==> src/rtl/sclk_hold_sync_pkg.sv <==
package sclk_hold_sync_pkg;

  typedef enum logic [2:0] {
    ST_IDLE  = 3'd0,
    ST_PULSE = 3'd1,
    ST_HOLD  = 3'd2,
    ST_OVER  = 3'd3,
    ST_WAIT  = 3'd4
  } sync_st_t;

  // Next value of the hold count: cleared by a low clock, advanced by a
  // tick while high, never beyond the saturation value.
  function automatic int unsigned hold_next(int unsigned cur, logic hi,
                                            logic tick, int unsigned sat);
    if (!hi)
      return 0;
    if (tick && (cur < sat))
      return cur + 1;
    return cur;
  endfunction

  // Pin is overridden in every state that holds the modulator.
  function automatic logic holds_mod(sync_st_t st);
    return (st == ST_PULSE) || (st == ST_HOLD) || (st == ST_OVER);
  endfunction

  // Forced pin level: low only during the single pulse state.
  function automatic logic pin_level(sync_st_t st);
    return holds_mod(st) && (st != ST_PULSE);
  endfunction

endpackage

==> src/rtl/shd_edge.sv <==
module shd_edge (
  input  logic clk,
  input  logic rst_n,
  input  logic sclk_in,
  output logic sclk_fall
);
  logic sclk_q;

  always_ff @(posedge clk or negedge rst_n) begin
    if (!rst_n)
      sclk_q <= 1'b0;
    else
      sclk_q <= sclk_in;
  end

  assign sclk_fall = sclk_q & ~sclk_in;
endmodule

==> src/rtl/shd_hold_cnt.sv <==
module shd_hold_cnt #(
  parameter int unsigned HMAX = 20,
  localparam int unsigned CW  = $clog2(HMAX + 1)
) (
  input  logic          clk,
  input  logic          rst_n,
  input  logic          sclk_in,
  input  logic          rdy_tick,
  output logic [CW-1:0] hold_cnt
);
  import sclk_hold_sync_pkg::*;

  always_ff @(posedge clk or negedge rst_n) begin
    if (!rst_n)
      hold_cnt <= '0;
    else
      hold_cnt <= CW'(hold_next(int'(hold_cnt), sclk_in, rdy_tick, HMAX));
  end
endmodule

==> src/rtl/shd_seq.sv <==
module shd_seq #(
  parameter int unsigned TRIG  = 4,
  parameter int unsigned HMAX  = 20,
  parameter int unsigned DELAY = 6,
  localparam int unsigned CW   = $clog2(HMAX + 1),
  localparam int unsigned DW   = $clog2(DELAY + 1)
) (
  input  logic          clk,
  input  logic          rst_n,
  input  logic          sclk_in,
  input  logic          rdy_tick,
  input  logic          sclk_fall,
  input  logic [CW-1:0] hold_cnt,
  output logic          detect_hit,
  output logic          over_hit,
  output logic          mod_rst,
  output logic          pin_ovr_en,
  output logic          pin_ovr_val,
  output logic          rel_stb,
  output logic          first_valid,
  output logic          hold_err
);
  import sclk_hold_sync_pkg::*;

  sync_st_t      st;
  logic [DW-1:0] dcnt;
  logic          rel_hit;

  assign detect_hit = (st == ST_IDLE) && sclk_in && rdy_tick &&
                      (hold_cnt == CW'(TRIG - 1));
  assign over_hit   = (st == ST_HOLD) && sclk_in && rdy_tick &&
                      (hold_cnt == CW'(HMAX - 1));
  assign rel_hit    = ((st == ST_PULSE) || (st == ST_HOLD)) && sclk_fall;

  always_ff @(posedge clk or negedge rst_n) begin
    if (!rst_n) begin
      st          <= ST_IDLE;
      dcnt        <= '0;
      rel_stb     <= 1'b0;
      first_valid <= 1'b0;
      hold_err    <= 1'b0;
    end else begin
      rel_stb     <= 1'b0;
      first_valid <= 1'b0;
      unique case (st)
        ST_IDLE: begin
          if (detect_hit) begin
            st       <= ST_PULSE;
            hold_err <= 1'b0;
          end
        end
        ST_PULSE, ST_HOLD: begin
          if (rel_hit) begin
            st      <= ST_WAIT;
            rel_stb <= 1'b1;
            dcnt    <= DW'(DELAY - 1);
          end else if (over_hit) begin
            st       <= ST_OVER;
            hold_err <= 1'b1;
          end else begin
            st <= ST_HOLD;
          end
        end
        ST_OVER: begin
          if (sclk_fall)
            st <= ST_IDLE;
        end
        ST_WAIT: begin
          if (dcnt == '0) begin
            first_valid <= 1'b1;
            st          <= ST_IDLE;
          end else begin
            dcnt <= dcnt - 1'b1;
          end
        end
        default: st <= ST_IDLE;
      endcase
    end
  end

  assign mod_rst     = holds_mod(st);
  assign pin_ovr_en  = holds_mod(st);
  assign pin_ovr_val = pin_level(st);
endmodule

==> src/rtl/sclk_hold_sync.sv <==
module sclk_hold_sync #(
  parameter int unsigned TRIG  = 4,
  parameter int unsigned HMAX  = 20,
  parameter int unsigned DELAY = 6
) (
  input  logic clk,
  input  logic rst_n,
  input  logic sclk_in,
  input  logic rdy_tick,
  output logic mod_rst,
  output logic pin_ovr_en,
  output logic pin_ovr_val,
  output logic rel_stb,
  output logic first_valid,
  output logic hold_err
);
  localparam int unsigned CW = $clog2(HMAX + 1);

  logic          sclk_fall;
  logic [CW-1:0] hold_cnt;
  logic          detect_hit;
  logic          over_hit;

  shd_edge u_edge (
    .clk      (clk),
    .rst_n    (rst_n),
    .sclk_in  (sclk_in),
    .sclk_fall(sclk_fall)
  );

  shd_hold_cnt #(.HMAX(HMAX)) u_cnt (
    .clk     (clk),
    .rst_n   (rst_n),
    .sclk_in (sclk_in),
    .rdy_tick(rdy_tick),
    .hold_cnt(hold_cnt)
  );

  shd_seq #(.TRIG(TRIG), .HMAX(HMAX), .DELAY(DELAY)) u_seq (
    .clk        (clk),
    .rst_n      (rst_n),
    .sclk_in    (sclk_in),
    .rdy_tick   (rdy_tick),
    .sclk_fall  (sclk_fall),
    .hold_cnt   (hold_cnt),
    .detect_hit (detect_hit),
    .over_hit   (over_hit),
    .mod_rst    (mod_rst),
    .pin_ovr_en (pin_ovr_en),
    .pin_ovr_val(pin_ovr_val),
    .rel_stb    (rel_stb),
    .first_valid(first_valid),
    .hold_err   (hold_err)
  );
endmodule

==> config.mk <==
export PLATFORM = sky130hd
export DESIGN_NAME = sclk_hold_sync
export DESIGN_NICKNAME = d
export VERILOG_FILES = /design/src/rtl/sclk_hold_sync_pkg.sv /design/src/rtl/shd_edge.sv /design/src/rtl/shd_hold_cnt.sv /design/src/rtl/shd_seq.sv /design/src/rtl/sclk_hold_sync.sv
export SDC_FILE = /design/constraint.sdc
export NUM_CORES = 1
export LEC_CHECK = 0
export BUFFER_PORTS_ARGS = -buffer_cell sky130_fd_sc_hd__buf_4
export CORE_MARGIN = 4
export CORE_UTILIZATION = 54
export CTS_CLUSTER_SIZE = 12
export DETAILED_ROUTE_END_ITERATION = 7
export PLACE_DENSITY = 0.75
export SETUP_SLACK_MARGIN = 0.1
export SLEW_MARGIN = 10
export SYNTH_ARGS = -nofsm -noshare
export SYNTH_HDL_FRONTEND = slang
export SYNTH_HIERARCHICAL = 1
export SYNTH_SLANG_ARGS = --single-unit
==> constraint.sdc <==
create_clock -name clk -period 1.6 [get_ports clk]
set_input_delay 0.32 -clock clk [delete_from_list [all_inputs] [get_ports clk]]
set_output_delay 0.32 -clock clk [all_outputs]
set_load 0.1 [all_outputs]
==> impl_metrics.json <==
{
  "status": "finished clean",
  "setup_slack_ns": 0.120,
  "die_y_um": 46.4,
  "postRouteAntennaNets": 0,
  "fillerInstances": 97,
  "ctsLongestPathBuffers": 2,
  "slew_headroom_pct": 80.2,
  "syn_avg_cell_area_um2": 10.5,
  "crit_start": "u_seq/st[2]",
  "die_w_um": 46.4,
  "clk-insertion-delay-late_ns": 0.29,
  "yosys_warnings": 6,
  "core_um2": 1350,
  "cts.sinks": 15,
  "grt_util_all_layers_pct": 16.9,
  "clkTransAtPathRegs_ns": 0.10,
  "synth_area_um2": 795,
  "viasPerCell": 5.67,
  "cts_tree": "built",
  "drc": 0,
  "rsz0062_at_grt": "true",
  "post-place-ws_ns": 0.232,
  "dieArea_um2": 2150,
  "cts_root_buf": "clkbuf_4",
  "hold_violations": 0,
  "wl_um": 1540,
  "hold_class": "primary input to register",
  "setup_violations": 0,
  "area_growth_pct": 22.0,
  "reg2regPathDepth": 4,
  "finalInstanceArea_um2": 970,
  "drive_gt1_share_pct": 28.3,
  "crit_end": "pin_ovr_val",
  "grt_pass1_wl_um": 2470,
  "rows": 13,
  "final_nets": 100,
  "path_class": "register to output pin",
  "end_kind": "output pin",
  "drv_slew": 0,
  "fin_worst_skew_ns": 0.00916,
  "cap_violations": 0,
  "cts_buffers": 3,
  "place_area_um2": 880,
  "leakage_uw": 0.000472,
  "vdd_ir_drop_max_mv": 0.679,
  "p_per_area_nw_per_um2": 1070,
  "multi_input_comb_area_um2": 405,
  "reg2reg_slack_ns": 0.19,
  "dpl.hpwl_um": 1000,
  "port_buffers": 9,
  "antenna_cells": 0,
  "antenna_found_initial": 0,
  "r2r_start": "u_seq/st[1]",
  "cp.required_ns": 1.28,
  "synth_nets": 83,
  "period_share_pct": 92.5,
  "grt_max_degree": 16,
  "arrival_ns": 1.16,
  "regArea_um2": 379,
  "htree_levels": 1,
  "via_count": 607,
  "wire_per_inst_um": 14.4,
  "synthCells": 76,
  "dr.pass1.iters": 4,
  "start_util_pct": 58.9,
  "gp_congestion": 0.813,
  "grt_overflow": 0,
  "grt_pass1_vias": 526,
  "max_slew.worst_pin.slew_ns": 0.297,
  "fin_crit_ns": 1.48,
  "reg2reg_to": "u_seq/dcnt[2]",
  "ioPinCount": 10,
  "cp_max_fo": 4,
  "max_freq_mhz": 676,
  "final_core_util_pct": 71.8,
  "worstSetupStartpointType": "register",
  "drt_iter0_drc": 28
}
report_power, final:
group | total [uW] | leakage, uW | switching, uW | internal, uW
Combinational | 334 | 0.000261 | 183 | 151
Clock | 222 | 0.0000177 | 129 | 92.9
Sequential | 479 | 0.000193 | 43.4 | 436
Total | 1040 | 0.000472 | 356 | 680
worst max-delay path: stages, from the launching register on:
cell and delay [ns]:
dfrtp_2 0.45, and2b_2 0.25, buf_12 0.17
placed cells by master, fill, tap and decap left out, drive strengths merged, types with 2 or more instances in the layout:
cell	count
a21oi	2
a41oi	2
and2b	2
and3	2
buf	13
clkbuf	3
dfrtp	15
ha	3
inv	3
mux2i	3
nand2	8
nand2b	3
nor2	7
nor2b	4
nor3	2
o21ai	2
metrics by stage:
step	hold WS, ns	cells	setup TNS (ns)	power, uW
CTS	0.221	107	0	1040
global placement	0.184	98	0	766
floorplan	0.0244	76	-0.00754	716
finish	0.224	107	0	1040
global route	0.208	107	0	1120
detailed placement	0.183	98	0	780
metal layers:
| metal | global-route usage [%] | wire [um] |
|---|---|---|
| met1 | 22.2 | 726 |
| met3 | 4.69 | 83 |
| met2 | 24.5 | 704 |
| met5 | 0 | 0 |
| met4 | 10.2 | 29 |
worst min path at each step:
stage / start / endpoint / slack (ns) / cells after the start
floorplan: rst_n / u_cnt/hold_cnt[0] / 0.02 / 0
global placement: rst_n / u_seq/hold_err / 0.18 / 1
detailed placement: rst_n / u_seq/hold_err / 0.18 / 1
CTS: sclk_in / u_edge/sclk_q / 0.22 / 1
global route: sclk_in / u_edge/sclk_q / 0.21 / 1
finish: sclk_in / u_edge/sclk_q / 0.22 / 1
cell type report:
cell class              count  share of cell area, %
inverters                   3                   1.16
clock inverters             1                  0.516
flip-flops and latches     15                   39.1
multi-input cells          56                   41.8
repair buffers             14                   13.2
well taps                  15                   1.94
clock buffers               3                   2.32
flip-flops by register name (all words and copies together), names as in the netlist:
register           cells
u_cnt/hold_cnt         5
u_seq/hold_err         1
u_seq/st               3
u_edge/sclk_q          1
u_seq/dcnt             3
u_seq/first_valid      1
u_seq/rel_stb          1
what timing repair did:
action,in CTS,in global routing
gates resized for setup,7,0
endpoints found under the hold margin,15,0
hold buffers,1,0
setup buffers,4,0
pin swaps,0,0
endpoints found under the setup margin,3,1
Note: power is estimated with default switching activity, not from simulation.
